<file path="src/rtl/repack_pkg.sv">
package repack_pkg;

    // transmit splitter: idle, or holding the upper entry of a write
    typedef enum logic {
        TX_IDLE,
        TX_HOLD_HI
    } tx_state_e;

    // receive side: how many entries a read may take this cycle
    typedef enum logic [1:0] {
        RX_NONE,
        RX_ONE,
        RX_TWO
    } rx_avail_e;

endpackage

</file>
<file path="src/rtl/repack_fifo.sv">
module repack_fifo #(
    parameter int W     = 16,
    parameter int DEPTH = 8,
    parameter int CNT_W = $clog2(DEPTH + 1)
) (
    input  logic             clk,
    input  logic             rst_n,
    input  logic             push,
    input  logic [W-1:0]     push_data,
    input  logic [1:0]       pop_n,
    output logic [W-1:0]     head0,
    output logic [W-1:0]     head1,
    output logic [CNT_W-1:0] count
);
    localparam int AW = (DEPTH > 1) ? $clog2(DEPTH) : 1;

    logic [W-1:0]  mem [DEPTH];
    logic [AW-1:0] rd_ptr, wr_ptr;
    logic          push_ok;

    function automatic logic [AW-1:0] advance(input logic [AW-1:0] p, input int unsigned n);
        int unsigned s;
        s = int'(p) + n;
        return AW'(s % DEPTH);
    endfunction

    // a push into a full queue is dropped
    assign push_ok = push && (count != CNT_W'(DEPTH));
    assign head0   = mem[rd_ptr];
    assign head1   = mem[advance(rd_ptr, 1)];

    always_ff @(posedge clk) begin
        if (push_ok) begin
            mem[wr_ptr] <= push_data;
        end
    end

    always_ff @(posedge clk) begin
        if (!rst_n) begin
            rd_ptr <= '0;
            wr_ptr <= '0;
            count  <= '0;
        end else begin
            if (push_ok) begin
                wr_ptr <= advance(wr_ptr, 1);
            end
            rd_ptr <= advance(rd_ptr, pop_n);
            count  <= count + CNT_W'(push_ok) - CNT_W'(pop_n);
        end
    end

    assert_fifo_bound_R11: assert property (@(posedge clk) disable iff (!rst_n)
        count <= CNT_W'(DEPTH));

    assert_fifo_pop_legal_R9: assert property (@(posedge clk) disable iff (!rst_n)
        CNT_W'(pop_n) <= count);

    assert_fifo_full_drop_R10: assert property (@(posedge clk) disable iff (!rst_n)
        (push && count == CNT_W'(DEPTH) && pop_n == 2'd0) |=> $stable(count));

endmodule

</file>
<file path="src/rtl/repack_tx_split.sv">
module repack_tx_split
    import repack_pkg::*;
#(
    parameter int ENTRY_W = 16
) (
    input  logic                 clk,
    input  logic                 rst_n,
    input  logic                 wr_en,
    input  logic [2*ENTRY_W-1:0] wr_data,
    input  logic                 split_en,
    input  logic                 fifo_full,
    output logic                 push,
    output logic [ENTRY_W-1:0]   push_data,
    output logic                 busy,
    output logic                 ovf
);
    tx_state_e          state_q, state_d;
    logic [ENTRY_W-1:0] hi_q, hi_d;
    logic [ENTRY_W-1:0] wr_lo, wr_hi;

    assign wr_lo = wr_data[ENTRY_W-1:0];
    assign wr_hi = wr_data[2*ENTRY_W-1:ENTRY_W];

    // state register
    always_ff @(posedge clk) begin
        if (!rst_n) begin
            state_q <= TX_IDLE;
            hi_q    <= '0;
        end else begin
            state_q <= state_d;
            hi_q    <= hi_d;
        end
    end

    // next state and outputs
    always_comb begin
        state_d   = state_q;
        hi_d      = hi_q;
        push      = 1'b0;
        push_data = wr_lo;
        ovf       = 1'b0;
        busy      = (state_q == TX_HOLD_HI);
        unique case (state_q)
            TX_IDLE: begin
                if (wr_en) begin
                    if (fifo_full) begin
                        ovf = 1'b1;
                    end else begin
                        push = 1'b1;
                        if (split_en && (wr_hi != '0)) begin
                            hi_d    = wr_hi;
                            state_d = TX_HOLD_HI;
                        end
                    end
                end
            end
            TX_HOLD_HI: begin
                ovf = wr_en;
                if (!fifo_full) begin
                    push      = 1'b1;
                    push_data = hi_q;
                    state_d   = TX_IDLE;
                end
            end
        endcase
    end

    assert_hold_exit_R2: assert property (@(posedge clk) disable iff (!rst_n)
        (state_q == TX_HOLD_HI && !fifo_full) |=> (state_q == TX_IDLE));

    assert_zero_upper_single_R4: assert property (@(posedge clk) disable iff (!rst_n)
        (state_q == TX_IDLE && wr_en && wr_hi == '0) |=> (state_q == TX_IDLE));

    assert_no_split_single_R5: assert property (@(posedge clk) disable iff (!rst_n)
        (state_q == TX_IDLE && !split_en) |=> (state_q == TX_IDLE));

endmodule

</file>
<file path="src/rtl/repack_rx_merge.sv">
module repack_rx_merge
    import repack_pkg::*;
#(
    parameter int ENTRY_W = 16,
    parameter int CNT_W   = 4
) (
    input  logic                 rd_en,
    input  logic                 merge_en,
    input  logic [CNT_W-1:0]     count,
    input  logic [ENTRY_W-1:0]   head0,
    input  logic [ENTRY_W-1:0]   head1,
    output logic [2*ENTRY_W-1:0] rd_data,
    output logic [1:0]           pop_n,
    output logic                 udf
);
    rx_avail_e avail;

    always_comb begin
        if (count == '0) begin
            avail = RX_NONE;
        end else if (count == CNT_W'(1)) begin
            avail = RX_ONE;
        end else begin
            avail = RX_TWO;
        end
    end

    always_comb begin
        rd_data = '0;
        pop_n   = 2'd0;
        udf     = 1'b0;
        unique case (avail)
            RX_NONE: begin
                udf = rd_en;
            end
            RX_ONE: begin
                rd_data = {{ENTRY_W{1'b0}}, head0};
                pop_n   = rd_en ? 2'd1 : 2'd0;
            end
            RX_TWO: begin
                if (merge_en) begin
                    rd_data = {head1, head0};
                    pop_n   = rd_en ? 2'd2 : 2'd0;
                end else begin
                    rd_data = {{ENTRY_W{1'b0}}, head0};
                    pop_n   = rd_en ? 2'd1 : 2'd0;
                end
            end
        endcase
    end

    always_comb begin
        assert_rx_pop_bound_R7: assert (CNT_W'(pop_n) <= count);
    end

endmodule

</file>
<file path="src/rtl/tagword_repacker.sv">
module tagword_repacker #(
    parameter int ENTRY_W = 16,
    parameter int DEPTH   = 8
) (
    input  logic                 clk,
    input  logic                 rst_n,
    input  logic                 out_split_en,
    input  logic                 in_merge_en,
    input  logic                 host_wr_en,
    input  logic [2*ENTRY_W-1:0] host_wr_data,
    output logic                 host_out_full,
    input  logic                 host_rd_en,
    output logic [2*ENTRY_W-1:0] host_rd_data,
    output logic                 host_in_avail,
    input  logic                 eng_out_pop,
    output logic [ENTRY_W-1:0]   eng_out_entry,
    output logic                 eng_out_avail,
    input  logic                 eng_in_push,
    input  logic [ENTRY_W-1:0]   eng_in_entry,
    output logic                 eng_in_full,
    output logic                 err_overflow,
    output logic                 err_underflow
);
    localparam int CNT_W = $clog2(DEPTH + 1);

    logic               tx_push, tx_busy, tx_ovf;
    logic [ENTRY_W-1:0] tx_data;
    logic [ENTRY_W-1:0] out_head0, out_head1;
    logic [CNT_W-1:0]   out_count;
    logic               out_full, out_empty;
    logic [1:0]         out_pop_n;

    logic [ENTRY_W-1:0] in_head0, in_head1;
    logic [CNT_W-1:0]   in_count;
    logic [1:0]         rx_pop_n;
    logic               rx_udf;

    logic ovf_q, udf_q;

    assign out_full  = (out_count == CNT_W'(DEPTH));
    assign out_empty = (out_count == '0);
    assign out_pop_n = {1'b0, eng_out_pop && !out_empty};

    repack_tx_split #(.ENTRY_W(ENTRY_W)) u_tx_split (
        .clk       (clk),
        .rst_n     (rst_n),
        .wr_en     (host_wr_en),
        .wr_data   (host_wr_data),
        .split_en  (out_split_en),
        .fifo_full (out_full),
        .push      (tx_push),
        .push_data (tx_data),
        .busy      (tx_busy),
        .ovf       (tx_ovf)
    );

    repack_fifo #(.W(ENTRY_W), .DEPTH(DEPTH), .CNT_W(CNT_W)) u_out_fifo (
        .clk       (clk),
        .rst_n     (rst_n),
        .push      (tx_push),
        .push_data (tx_data),
        .pop_n     (out_pop_n),
        .head0     (out_head0),
        .head1     (out_head1),
        .count     (out_count)
    );

    repack_fifo #(.W(ENTRY_W), .DEPTH(DEPTH), .CNT_W(CNT_W)) u_in_fifo (
        .clk       (clk),
        .rst_n     (rst_n),
        .push      (eng_in_push),
        .push_data (eng_in_entry),
        .pop_n     (rx_pop_n),
        .head0     (in_head0),
        .head1     (in_head1),
        .count     (in_count)
    );

    repack_rx_merge #(.ENTRY_W(ENTRY_W), .CNT_W(CNT_W)) u_rx_merge (
        .rd_en    (host_rd_en),
        .merge_en (in_merge_en),
        .count    (in_count),
        .head0    (in_head0),
        .head1    (in_head1),
        .rd_data  (host_rd_data),
        .pop_n    (rx_pop_n),
        .udf      (rx_udf)
    );

    // sticky misuse flags, cleared only by reset
    always_ff @(posedge clk) begin
        if (!rst_n) begin
            ovf_q <= 1'b0;
            udf_q <= 1'b0;
        end else begin
            ovf_q <= ovf_q | tx_ovf | (eng_in_push && eng_in_full);
            udf_q <= udf_q | rx_udf | (eng_out_pop && out_empty);
        end
    end

    assign host_out_full = out_full | tx_busy;
    assign host_in_avail = (in_count != '0);
    assign eng_in_full   = (in_count == CNT_W'(DEPTH));
    assign eng_out_entry = out_head0;
    assign eng_out_avail = !out_empty;
    assign err_overflow  = ovf_q;
    assign err_underflow = udf_q;

    assert_sticky_ovf_R10: assert property (@(posedge clk) disable iff (!rst_n)
        err_overflow |=> err_overflow);

    assert_sticky_udf_R9: assert property (@(posedge clk) disable iff (!rst_n)
        err_underflow |=> err_underflow);

    assert_full_write_flag_R3: assert property (@(posedge clk) disable iff (!rst_n)
        (host_out_full && host_wr_en) |=> err_overflow);

    assert_empty_pop_flag_R9: assert property (@(posedge clk) disable iff (!rst_n)
        (eng_out_pop && !eng_out_avail) |=> err_underflow);

    assert_out_order_R12: assert property (@(posedge clk) disable iff (!rst_n)
        (eng_out_pop && out_count >= CNT_W'(2)) |=> (eng_out_entry == $past(out_head1)));

endmodule

</file>
<file path="config.mk">
export PLATFORM = sky130hd
export DESIGN_NAME = tagword_repacker
export DESIGN_NICKNAME = d
export VERILOG_FILES = /design/src/rtl/repack_pkg.sv /design/src/rtl/repack_fifo.sv /design/src/rtl/repack_tx_split.sv /design/src/rtl/repack_rx_merge.sv /design/src/rtl/tagword_repacker.sv
export SDC_FILE = /design/constraint.sdc
export NUM_CORES = 1
export LEC_CHECK = 0
export CORE_MARGIN = 2
export CORE_UTILIZATION = 31
export CTS_BUF_LIST = sky130_fd_sc_hd__clkbuf_4
export DETAILED_ROUTE_END_ITERATION = 7
export HOLD_SLACK_MARGIN = 0.06
export PLACE_DENSITY = 0.49
export SLEW_MARGIN = 20
export SYNTH_ARGS = -nofsm -noshare
export SYNTH_HDL_FRONTEND = slang
export SYNTH_HIERARCHICAL = 1
export SYNTH_SLANG_ARGS = --single-unit
</file>
<file path="constraint.sdc">
create_clock -name clk -period 4.67 [get_ports clk]
set_clock_uncertainty 0.2 [all_clocks]
set_input_delay 0.467 -clock clk [delete_from_list [all_inputs] [get_ports clk]]
set_output_delay 0.467 -clock clk [all_outputs]
set_load 0.005 [all_outputs]
</file>
==> summary.txt <==
Finish
  • Area Overhead vs Synth: 20.9%
  • Final #Nets: between 900 and 1000
  • Layout filler cell count: 4066
  • Non-Filler Instances: 1547
  • Commonest cells after routing, fill and taps aside: edfxtp_1, clkbuf_4, clkdlybuf4s50_1
  • Commonest non-fill, non-tap cell in the layout: edfxtp_1
  • Area of the multi-input gates: 4600 sq um
  • Post-route cell area: 16200 sq um
  • Register area: ~8500 sq um
  • Layout cells sized above 1: 0.302

Clock network
  • Post-CTS setup buffers: 0
  • Clock slew at reported path FFs: ~0.070 ns
  • CTS tree: yes
  • Clock H-tree levels: 3
  • CTS buffer count: 82
  • Worst-Skew Late Latency: 0.72 ns
  • Clock Tree Buf Depth: 3
  • # clock sinks: 295
  • Root buffer cell: clkbuf_4

Run status
  • Status: finished, final reports clean

Synthesis
  • Gate Count Post-Synth: 721
  • Syn Area/Cell: between 15 and 20 sq um
  • Cell area after synthesis: 13400 sq um
  • Yosys warns: 6
  • Post-Syn Nets: around 800

Routing
  • ANT nets after route: 0
  • DRT Pass-1 Iters: 4
  • Post-Route WL: ~31000 microns
  • Starting DRT DRC Count: 314
  • DRC violation count after routing: 0
  • DR WL/cell: between 20 and 25 microns
  • Via count: 7253
  • Vias/cell: 4.69

Timing
  • Max Slew Vio Count: 0
  • Worst hold slack: 0.159 ns
  • Setup TNS: 0 ns
  • Final Hold Fails: 0
  • Period utilization: 0.873
  • Setup violators final: 0
  • Tmin final: 4.08 ns
  • Slew HR: 0.357
  • RSZ-0062 raised after global routing: false
  • Max Freq: 245 MHz
  • Slew @ Worst Pin: a little under 1 ns

Power
  • Sequential Power Share: 0.394
  • Int Pwr: around 0.006 W
  • Worst IR drop on VDD: around 0.26 mV
  • Combinational power share: 0.334
  • Psw: 0.00239 W
  • Switching share of power: 0.285
  • Leakage power: between 5 and 6 nW
  • Clock power frac: 0.272
  • Power Dens Cells: around 520 nW/um^2

Placement
  • Placer congestion estimate: 0.678
  • Post-Place Cells: 1400
  • HPWL after detailed placement: 18800 microns
  • IO Port Bufs: 109
  • Dpl cell area: 15100 sq um

Worst setup path
  • Data required, critical path: 4.00 ns
  • Critical path launch point type: flip-flop
  • Crit Path Class: reg -> out
  • Crit-path max FO: 65
  • CP Data Arrival Time: roughly 3.4 ns
  • Crit end category: primary output

Global routing
  • Initial antenna violation count: 3
  • GRT Util Overall: 0.145
  • Largest net degree at the start of global routing: 66
  • Wire length of the first global-routing pass: ~47000 microns
  • GR Overflow Total: 0
  • Vias in the first global route: 7815

Die
  • Die width: between 200 and 250 microns
  • Die Ht: roughly 210 microns
  • Cell row count: 76
  • Core Box Area: 42900 sq um
  • DIE AREA: 44900 sq um
  • Starting Density: 0.313
  • I/O pin cnt: 110

Min path
  • Hold Path Class: in -> reg

Run
  • Max Cap Viol: 0
power by group through the flow:
stage / Clock [W] / Combinational [W] / Sequential [W]
2_1_floorplan: 0 / 0.00193 / 0.00325
3_3_place_gp: 0 / 0.00288 / 0.00337
3_5_place_dp: 0 / 0.00288 / 0.00337
4_1_cts: 0.00238 / 0.00290 / 0.00332
5_1_grt: 0.00254 / 0.00308 / 0.00334
6_report: 0.00228 / 0.00281 / 0.00331
final cells by class:
type                       count  share of cell area
tap                          585              0.0452
multi-input combinational    371               0.284
clock inverter                19             0.00625
clock buffer                 123              0.0570
antenna                        2            0.000309
sequential                   295               0.523
timing repair buffer         140              0.0818
inverter                      12             0.00278
repair_timing:
item                       4_1_cts  5_1_grt
hold buffers                     3        0
hold endpoints to repair         3        0
setup endpoints to repair        0        0
gates resized for setup          0        0
path summary, 6_finish.rpt:
path | end | start | slack, ns | depth (start not counted)
setup reg to reg | u_out_fifo/count[2]$_SDFF_PN0_ | u_out_fifo/count[1]$_SDFF_PN0_ | 2.03 | 10
hold / removal | u_tx_split/hi_q[10]$_SDFFE_PN0P_ | host_wr_data[26] | 0.16 | 3
setup / recovery | host_rd_data[31] | u_in_fifo/rd_ptr[0]$_SDFF_PN0_ | 0.59 | 5
hold reg to reg | u_tx_split/hi_q[4]$_SDFFE_PN0P_ | u_tx_split/hi_q[4]$_SDFFE_PN0P_ | 0.25 | 2
flip-flops by register name (all words and copies together), names as in the netlist:
name,flops
u_tx_split/busy,1
err_overflow,1
u_out_fifo/wr_ptr,3
u_tx_split/hi_q,16
u_out_fifo/mem,128
err_underflow,1
u_in_fifo/wr_ptr,3
u_in_fifo/rd_ptr,3
u_out_fifo/rd_ptr,3
u_in_fifo/count,4
u_in_fifo/mem,128
u_out_fifo/count,4
stage by stage:
| step | total power (W) | util | setup WS (ns) |
|---|---|---|---|
| global placement | 0.00625 | 0.353 | 1.29 |
| floorplan | 0.00519 | - | 1.70 |
| global route | 0.00896 | 0.378 | 0.326 |
| detailed placement | 0.00626 | 0.353 | 1.28 |
| finish | 0.00840 | 0.378 | 0.591 |
| CTS | 0.00860 | 0.378 | 0.430 |
layer usage:
layer  up-vias  global-route usage  routed length, microns  part of all wire
li1       3332                   -                       -                 -
met1      3711               0.173                   13200              0.42
met2       162               0.247                   16000              0.51
met3        46              0.0396                    1430             0.046
met4         2              0.0576                     736             0.023
met5         -                   0                      13           0.00041
worst max-delay path, cell delays in order, from the launching register on:
cell,delay (ns)
dfxtp_4,0.34
buf_4,0.74
mux4_4,0.73
mux2_2,0.29
and2_1,0.13
clkdlybuf4s50_1,0.44
Note: power is estimated with default switching activity, not from simulation.
